File: config.mk
export PLATFORM = sky130hd
export DESIGN_NAME = kbc_mailbox
export DESIGN_NICKNAME = d
export VERILOG_FILES = /design/src/rtl/kbc_pkg.sv /design/src/rtl/kbc_rst_qual.sv /design/src/rtl/kbc_host_if.sv /design/src/rtl/kbc_cpu_if.sv /design/src/rtl/kbc_core.sv /design/src/rtl/kbc_mailbox.sv
export SDC_FILE = /design/constraint.sdc
export NUM_CORES = 1
export LEC_CHECK = 0
export BUFFER_PORTS_ARGS = -buffer_cell sky130_fd_sc_hd__buf_2
export CAP_MARGIN = 40
export CORE_MARGIN = 2
export CORE_UTILIZATION = 30
export CTS_CLUSTER_DIAMETER = 60
export CTS_CLUSTER_SIZE = 10
export DETAILED_ROUTE_END_ITERATION = 10
export SYNTH_ARGS = -nofsm -noshare
export SYNTH_HDL_FRONTEND = slang
export SYNTH_SLANG_ARGS = --single-unit
File: constraint.sdc
create_clock -name clk -period 3.05 [get_ports clk]
set_clock_uncertainty 0.1 [all_clocks]
set_input_delay 0.61 -clock clk [delete_from_list [all_inputs] [get_ports clk]]
set_output_delay 0.61 -clock clk [all_outputs]
set_load 0.05 [all_outputs]
File: src/rtl/kbc_pkg.sv
package kbc_pkg;
  localparam int KBC_DW = 8;

  typedef struct packed {
    logic [3:0] usr;
    logic       cmd;
    logic       sysf;
    logic       ifull;
    logic       ofull;
  } kbc_stat_t;

  typedef enum logic [1:0] {
    KSEL_DATA = 2'd0,
    KSEL_STAT = 2'd1,
    KSEL_CTRL = 2'd2,
    KSEL_NONE = 2'd3
  } kbc_sel_e;
endpackage

File: src/rtl/kbc_rst_qual.sv
module kbc_rst_qual #(
  parameter int MIN_RST_CYC = 24
) (
  input  logic clk,
  input  logic rst_in,
  output logic rst_act
);
  localparam int W = $clog2(MIN_RST_CYC + 1);
  localparam logic [W-1:0] LIM  = W'(MIN_RST_CYC);
  localparam logic [W-1:0] LAST = W'(MIN_RST_CYC - 1);

  logic [W-1:0] run_len;

  always_ff @(posedge clk) begin
    if (!rst_in) begin
      run_len <= '0;
      rst_act <= 1'b0;
    end else begin
      if (run_len != LIM) run_len <= run_len + 1'b1;
      if (run_len == LAST) rst_act <= 1'b1;
    end
  end

  // qualified reset releases as soon as the raw input drops
  p_release_r8: assert property (@(posedge clk) !rst_in |=> !rst_act);
  // qualified reset never starts without the raw input held
  p_hold_r8: assert property (@(posedge clk) $rose(rst_act) |-> $past(rst_in));
endmodule

File: src/rtl/kbc_host_if.sv
module kbc_host_if
  import kbc_pkg::*;
(
  input  logic              host_cs,
  input  logic              host_a2,
  input  logic              host_rd,
  input  logic              host_wr,
  input  kbc_stat_t         stat,
  input  logic [KBC_DW-1:0] obuf,
  output logic              wr_ev,
  output logic              rd_data_ev,
  output logic [KBC_DW-1:0] rdata
);
  logic rd_ev;

  always_comb begin
    wr_ev      = host_cs & host_wr;
    rd_ev      = host_cs & host_rd;
    rd_data_ev = rd_ev & ~host_a2;
    rdata      = '0;
    if (rd_ev) rdata = host_a2 ? stat : obuf;
  end
endmodule

File: src/rtl/kbc_cpu_if.sv
module kbc_cpu_if
  import kbc_pkg::*;
(
  input  logic [1:0]        cpu_sel,
  input  logic              cpu_rd,
  input  logic              cpu_wr,
  input  logic [KBC_DW-1:0] ibuf,
  input  kbc_stat_t         stat,
  input  logic              irq_en,
  output logic              rd_in_ev,
  output logic              wr_out_ev,
  output logic              wr_stat_ev,
  output logic              wr_ctrl_ev,
  output logic [KBC_DW-1:0] rdata
);
  kbc_sel_e sel;

  always_comb begin
    sel        = kbc_sel_e'(cpu_sel);
    rd_in_ev   = cpu_rd & (sel == KSEL_DATA);
    wr_out_ev  = cpu_wr & (sel == KSEL_DATA);
    wr_stat_ev = cpu_wr & (sel == KSEL_STAT);
    wr_ctrl_ev = cpu_wr & (sel == KSEL_CTRL);
    rdata      = '0;
    if (cpu_rd) begin
      unique case (sel)
        KSEL_DATA: rdata = ibuf;
        KSEL_STAT: rdata = stat;
        KSEL_CTRL: rdata = {{(KBC_DW-1){1'b0}}, irq_en};
        default:   rdata = '0;
      endcase
    end
  end
endmodule

File: src/rtl/kbc_core.sv
module kbc_core
  import kbc_pkg::*;
(
  input  logic              clk,
  input  logic              rst_act,
  input  logic              h_wr_ev,
  input  logic              h_rd_data_ev,
  input  logic              h_a2,
  input  logic [KBC_DW-1:0] h_wdata,
  input  logic              c_rd_in_ev,
  input  logic              c_wr_out_ev,
  input  logic              c_wr_stat_ev,
  input  logic              c_wr_ctrl_ev,
  input  logic [KBC_DW-1:0] c_wdata,
  output kbc_stat_t         stat,
  output logic [KBC_DW-1:0] ibuf,
  output logic [KBC_DW-1:0] obuf,
  output logic              irq_en,
  output logic              irq
);
  kbc_stat_t cw;
  assign cw = kbc_stat_t'(c_wdata);

  // data registers carry no reset value
  always_ff @(posedge clk) begin
    if (h_wr_ev)     ibuf <= h_wdata;
    if (c_wr_out_ev) obuf <= c_wdata;
  end

  always_ff @(posedge clk) begin
    if (rst_act) begin
      stat   <= '0;
      irq_en <= 1'b0;
    end else begin
      if (c_wr_out_ev)       stat.ofull <= 1'b1;
      else if (h_rd_data_ev) stat.ofull <= 1'b0;
      if (h_wr_ev) begin
        stat.ifull <= 1'b1;
        stat.cmd   <= h_a2;
      end else if (c_rd_in_ev) begin
        stat.ifull <= 1'b0;
      end
      if (c_wr_stat_ev) begin
        stat.sysf <= cw.sysf;
        stat.usr  <= cw.usr;
      end
      if (c_wr_ctrl_ev) irq_en <= c_wdata[0];
    end
  end

  assign irq = stat.ifull & irq_en;

  p_obf_set_r1: assert property (@(posedge clk) disable iff (rst_act)
    c_wr_out_ev |=> stat.ofull);
  p_obf_clr_r1: assert property (@(posedge clk) disable iff (rst_act)
    (h_rd_data_ev && !c_wr_out_ev) |=> !stat.ofull);
  p_ibf_set_r2: assert property (@(posedge clk) disable iff (rst_act)
    h_wr_ev |=> stat.ifull);
  p_ibf_clr_r2: assert property (@(posedge clk) disable iff (rst_act)
    (c_rd_in_ev && !h_wr_ev) |=> !stat.ifull);
  p_irq_drop_r3: assert property (@(posedge clk) disable iff (rst_act)
    (c_rd_in_ev && !h_wr_ev) |=> !irq);
  p_cd_cap_r4: assert property (@(posedge clk) disable iff (rst_act)
    h_wr_ev |=> (stat.cmd == $past(h_a2)));
  p_hw_bits_r6: assert property (@(posedge clk) disable iff (rst_act)
    (c_wr_stat_ev && !h_wr_ev) |=> $stable(stat.cmd));
  p_clear_r7: assert property (@(posedge clk)
    $fell(rst_act) |-> (stat == '0 && !irq_en));
endmodule

File: src/rtl/kbc_mailbox.sv
module kbc_mailbox
  import kbc_pkg::*;
#(
  parameter int MIN_RST_CYC = 24
) (
  input  logic       clk,
  input  logic       rst_in,
  input  logic       host_cs,
  input  logic       host_a2,
  input  logic       host_rd,
  input  logic       host_wr,
  input  logic [7:0] host_wdata,
  output logic [7:0] host_rdata,
  input  logic [1:0] cpu_sel,
  input  logic       cpu_rd,
  input  logic       cpu_wr,
  input  logic [7:0] cpu_wdata,
  output logic [7:0] cpu_rdata,
  output logic       cpu_irq
);
  logic              rst_act;
  logic              h_wr_ev, h_rd_data_ev;
  logic              c_rd_in_ev, c_wr_out_ev, c_wr_stat_ev, c_wr_ctrl_ev;
  kbc_stat_t         stat;
  logic [KBC_DW-1:0] ibuf, obuf;
  logic              irq_en;

  kbc_rst_qual #(.MIN_RST_CYC(MIN_RST_CYC)) u_rst (
    .clk(clk), .rst_in(rst_in), .rst_act(rst_act)
  );

  kbc_host_if u_host (
    .host_cs(host_cs), .host_a2(host_a2), .host_rd(host_rd), .host_wr(host_wr),
    .stat(stat), .obuf(obuf), .wr_ev(h_wr_ev), .rd_data_ev(h_rd_data_ev),
    .rdata(host_rdata)
  );

  kbc_cpu_if u_cpu (
    .cpu_sel(cpu_sel), .cpu_rd(cpu_rd), .cpu_wr(cpu_wr), .ibuf(ibuf),
    .stat(stat), .irq_en(irq_en), .rd_in_ev(c_rd_in_ev),
    .wr_out_ev(c_wr_out_ev), .wr_stat_ev(c_wr_stat_ev),
    .wr_ctrl_ev(c_wr_ctrl_ev), .rdata(cpu_rdata)
  );

  kbc_core u_core (
    .clk(clk), .rst_act(rst_act), .h_wr_ev(h_wr_ev),
    .h_rd_data_ev(h_rd_data_ev), .h_a2(host_a2), .h_wdata(host_wdata),
    .c_rd_in_ev(c_rd_in_ev), .c_wr_out_ev(c_wr_out_ev),
    .c_wr_stat_ev(c_wr_stat_ev), .c_wr_ctrl_ev(c_wr_ctrl_ev),
    .c_wdata(cpu_wdata), .stat(stat), .ibuf(ibuf), .obuf(obuf),
    .irq_en(irq_en), .irq(cpu_irq)
  );
endmodule

==> Yosys cells after proc, flatten, opt, wreduce, memory -nomap -nowiden <==
Index checks and enable logic that the tools add are counted.
{ "word_totals": {"reg_bits": 31, "output_inout_bits": 17} }
{ "op_classes": {"eq_ne": 4, "n_addsub": 1, "bitwise": 9, "reduce_logical": 3, "n_mux": 8} }
{ "ops": {"columns": ["cell", "n"], "rows": [
  ["$mux 8", 3],
  ["$pmux 8 s3", 1],
  ["$and 1x1->1", 8],
  ["$add 5x1->5 const B", 1],
  ["$eq 5x5->1 const B", 1],
  ["$ne 5x5->1 const B", 1],
  ["$mux 1", 4],
  ["$reduce_bool 2->1", 2],
  ["$eq 2x1->1 const B", 1],
  ["$eq 2x2->1 const B", 1],
  ["$logic_not 2->1", 1],
  ["$not 1->1", 1]
]} }

==> Longest topological paths before layout <==
{ "depth": {"word_depth": 4, "depth_mapped": 4, "mapped_depth_nobuf": 4} }

==> Modules after synthesis <==
A second synthesis with hierarchy kept.
{ "hier_totals": {"cells_unflattened": 123, "hier_area_um2": 1418.9} }
{ "modules_own_cells": {"columns": ["mod", "area_per_inst_um2", "seq_area_each_um2", "cells_each", "instances"], "rows": [
  ["kbc_core", 809.5, 660.6, 48, 1],
  ["kbc_rst_qual", 299.0, 120.1, 30, 1],
  ["kbc_cpu_if", 175.2, 0.0, 25, 1],
  ["kbc_host_if", 135.1, 0.0, 20, 1]
]} }

==> Least setup slack after synthesis <==
Ideal clock, no wire load.
{ "synth_timing": {"kind": "input port to output port", "from": "input port cpu_sel[0]", "to": "output port cpu_rdata[0]", "path_buffers": 1, "arrival_ps": 1603, "slack_ps": 737, "path_stages": 3, "path_cell_list": "buf_4 -> mux2i_1 -> o21ai_1"} }
{ "synth_via": {"elab_chain_len": 3, "elab_cells_between_ends": 5, "classes_between": "eq/ne (2); mux (2); reduce/logical (1)"} }
{ "synth_rtl": {"columns": ["item", "line", "text"], "rows": [
  ["from (decl)", "kbc_mailbox.sv:14", "input logic [1:0] cpu_sel,"],
  ["$eq 2x2->1, or another cell as far along", "kbc_cpu_if.sv:26", "unique case (sel)"],
  ["$pmux 8 s3 (*)", "kbc_cpu_if.sv:26", null],
  ["$mux 8 (*)", "kbc_cpu_if.sv:25", "if (cpu_rd) begin"],
  ["to (decl)", "kbc_mailbox.sv:18", "output logic [7:0] cpu_rdata,"]
]} }
Mark *: on every way between the ends. The rest lies on a longest branch, timed or not.

==> Final worst setup path <==
{ "layout_timing": {"from": "input port cpu_sel[1]", "to": "output port cpu_rdata[4]"} }
The elaborated chain is that of the path after synthesis.

==> results.md <==
- CTS Hold Buffers Added: 0
- Fin nets: 200
- Worst skew pair latency: 0.27 ns
- Initial antenna violation count: 0
- Slew margin rel.: 0.696
- Finished Core Util: 0.381
- Hold WC Path Type: flop to flop
- Vias per std cell: roughly 4.6
- Vias: a little over 1,000
- DR iter-0 viols: 54
- Io pins: 43
- Post-cts sizing count: 0
- Area growth, synth to finish: 22.5%
- RR Startpoint: u_rst.run_len[0]$_SDFFE_PN0P_
- Antenna-violating nets left: 0
- Worst EP required: 2.34 ns
- Grt ovf: 0
- Fraction of post-synthesis cell area in the top cell type by area: 0.329
- Yosys warns: 0
- TritonCTS Sinks: 31
- Synthesized Nets: between 150 and 200
- First-pass GRT wire length: 4.78 mm
- Syn Std Cell Area: 1460 sq um
- Core Region: ~4700 sq um
- Pwr/cell area: roughly 550 nW/um^2
- Max-slew violation count: 0
- Setup TNS: 0 ns
- Clock-pin slew on the worst setup and hold paths: roughly 0.06 ns
- Critical Path Source: cpu_sel[1]
- Worst Tran Pin Value: around 0.46 ns
- CTS max path bufs: 2
- Setup crit start kind: primary input
- Sequential-to-total area share from yosys stat: 0.535
- Buffers on Ports: 42
- Max H-tree Level: 2
- RSZ-0062 raised after global routing: no
- DRC viols: 0
- Worst setup EP type: output port
- Yosys cell types: 27
- Drt wl/cell: 13.4 um
- Fin crit period: 2.20 ns
- Cells after Synth: roughly 130
- Crit path kind: primary input to output port
- Synth area leader: edfxtp_1
- Setup Buffers After CTS: 0
- Vias in the first global route: slightly below 1,000
- Post-Syn Area per Cell: 11.4 sq um
- Synth Register Bits: 31
- FMAX: roughly 450 MHz
- Fin crit share: 0.721
- Endpoints failing setup: 0
- WL met2: about 1.4 mm
- Hpwl dp: about 2.3 mm
- Wl on met1: around 1.5 mm
- CP Max Fanout: 8
- TritonCTS Buffers: 5
- Fraction of layout cells with a size suffix above 1: 0.283
- Leak: roughly 0.80 nW
- Worst path arrival time: 1.49 ns
- First-pass DRT Iterations: 4
- Layout filler cell count: 482
- Die W: ~74 um
- Antenna diodes: 0
- Synth area leaders: edfxtp_1 (33%), dfxtp_1 (21%), mux2i_1 (18%)
- Status: completed
- # rows: 25
- Hold path start: u_core.irq_en$_SDFFE_PP0P_
- Largest net degree at the start of global routing: 17
- Die outline height: between 70 and 80 um
- Number of max-cap violations: 0
- Gpl congestion: 0.740
- DR top layer: met4
- Root Buffer: clkbuf_8
- Die area: about 5400 sq um
- Routed wire length: between 3 and 4 mm
- Hold Violations, Final: 0
- TritonCTS clock tree: done
- Met3 routed WL: between 150 and 200 um
- GRT Util Overall: 0.118
- Starting density of the core: 0.311
- VDD IR-drop max: 0.152 mV
## synthesized netlist by cell type
cell type / instances
mux2i_1: 26
edfxtp_1: 16
nand2b_1: 16
dfxtp_1: 15
nor2_1: 15
nand2_1: 6
buf_2: 3
inv_1: 3
nand3_1: 3
a211oi_1: 2
a21oi_1: 2
and2_1: 2
ha_1: 2
nand3b_1: 2
nand4b_1: 2
nor3b_1: 2
a21bo_2: 1
a21boi_0: 1
a22o_1: 1
and3b_1: 1
and4b_1: 1
buf_4: 1
buf_6: 1
clkbuf_1: 1
nor2b_1: 1
o21ai_1: 1
xnor2_1: 1
## path summary, 6_finish.rpt
check                                  endpoint  slack [ns]  depth (start not counted)
setup reg to reg  u_rst.run_len[2]$_SDFFE_PN0P_        1.77                          4
setup / recovery                   cpu_rdata[4]        0.85                          4
hold / removal       u_core.irq_en$_SDFFE_PP0P_        0.40                          2
hold reg to reg      u_core.irq_en$_SDFFE_PP0P_        0.40                          2
## state kept, by name (all words and copies together) (netlist names)
register	count
u_core.ibuf	8
u_core.obuf	8
u_core.stat	8
u_rst.run_len	5
u_core.irq_en	1
u_rst.rst_act	1
## through the flow
stage	hold slack, ns	setup WS (ns)	instances	total power, mW	instance area (sq um)
5_1_grt	0.402	0.804	227	1.04	1790
3_5_place_dp	0.395	0.841	219	0.697	1710
2_1_floorplan	0.355	0.737	128	0.640	1460
4_1_cts	0.402	0.838	227	0.996	1790
3_3_place_gp	0.374	0.854	219	0.692	1710
6_report	0.397	0.851	227	0.980	1790
## cell families (layout without fill, tap and decap cells)
logic type | after synthesis | count (layout) | synth area share
compound gates | 8 | 8 | 0.0386
mux | 26 | 26 | 0.178
xor+xnor | 1 | 1 | 0.00600
flops | 31 | 31 | 0.535
simple gates | 51 | 51 | 0.191
buf+inv | 9 | 54 | 0.0334
fa+ha+maj | 2 | 2 | 0.0171
## final cells by class
class                      instances  area [sq um]  area share
clock buffer                       8          80.1      0.0448
inverter                           3          11.3     0.00630
multi-input combinational         88           629       0.352
sequential                        31           781       0.437
tap                               54          67.6      0.0378
timing repair buffer              43           218       0.122
## cell usage in the layout (no fill, tap or decap)
master / Yosys / routed
and4b_1: 1 / 1
a211oi_1: 2 / 2
dfxtp_1: 15 / 15
nor2_1: 15 / 15
inv_1: 3 / 3
nor3b_1: 2 / 2
a21oi_1: 2 / 2
xnor2_1: 1 / 1
nand2_1: 6 / 6
nand3_1: 3 / 3
and2_1: 2 / 2
a21bo_2: 1 / 1
ha_1: 2 / 2
nor2b_1: 1 / 1
clkbuf_1: 1 / 3
o21ai_1: 1 / 1
nand4b_1: 2 / 2
a22o_1: 1 / 1
nand3b_1: 2 / 2
nand2b_1: 16 / 16
and3b_1: 1 / 1
a21boi_0: 1 / 1
mux2i_1: 26 / 26
clkbuf_8: 0 / 5
buf_2: 3 / 42
buf_4: 1 / 1
edfxtp_1: 16 / 16
## critical path, cell delays in order
cell and delay (ns):
buf_2 0.13, nand2b_1 0.28, nor2_1 0.19, buf_2 0.28
## layer usage
layer / global-route usage / vias up
met4: 0.0303 / 0
met2: 0.183 / 33
met3: 0.0494 / 2
li1: - / 536
met1: 0.152 / 466
met5: 0 / -
## power by group
group / internal (mW) / switching [mW] / total, mW
Combinational: 0.0666 / 0.113 / 0.180
Clock: 0.162 / 0.132 / 0.294
Sequential: 0.478 / 0.0278 / 0.506
(Power assumes the default switching activity.)
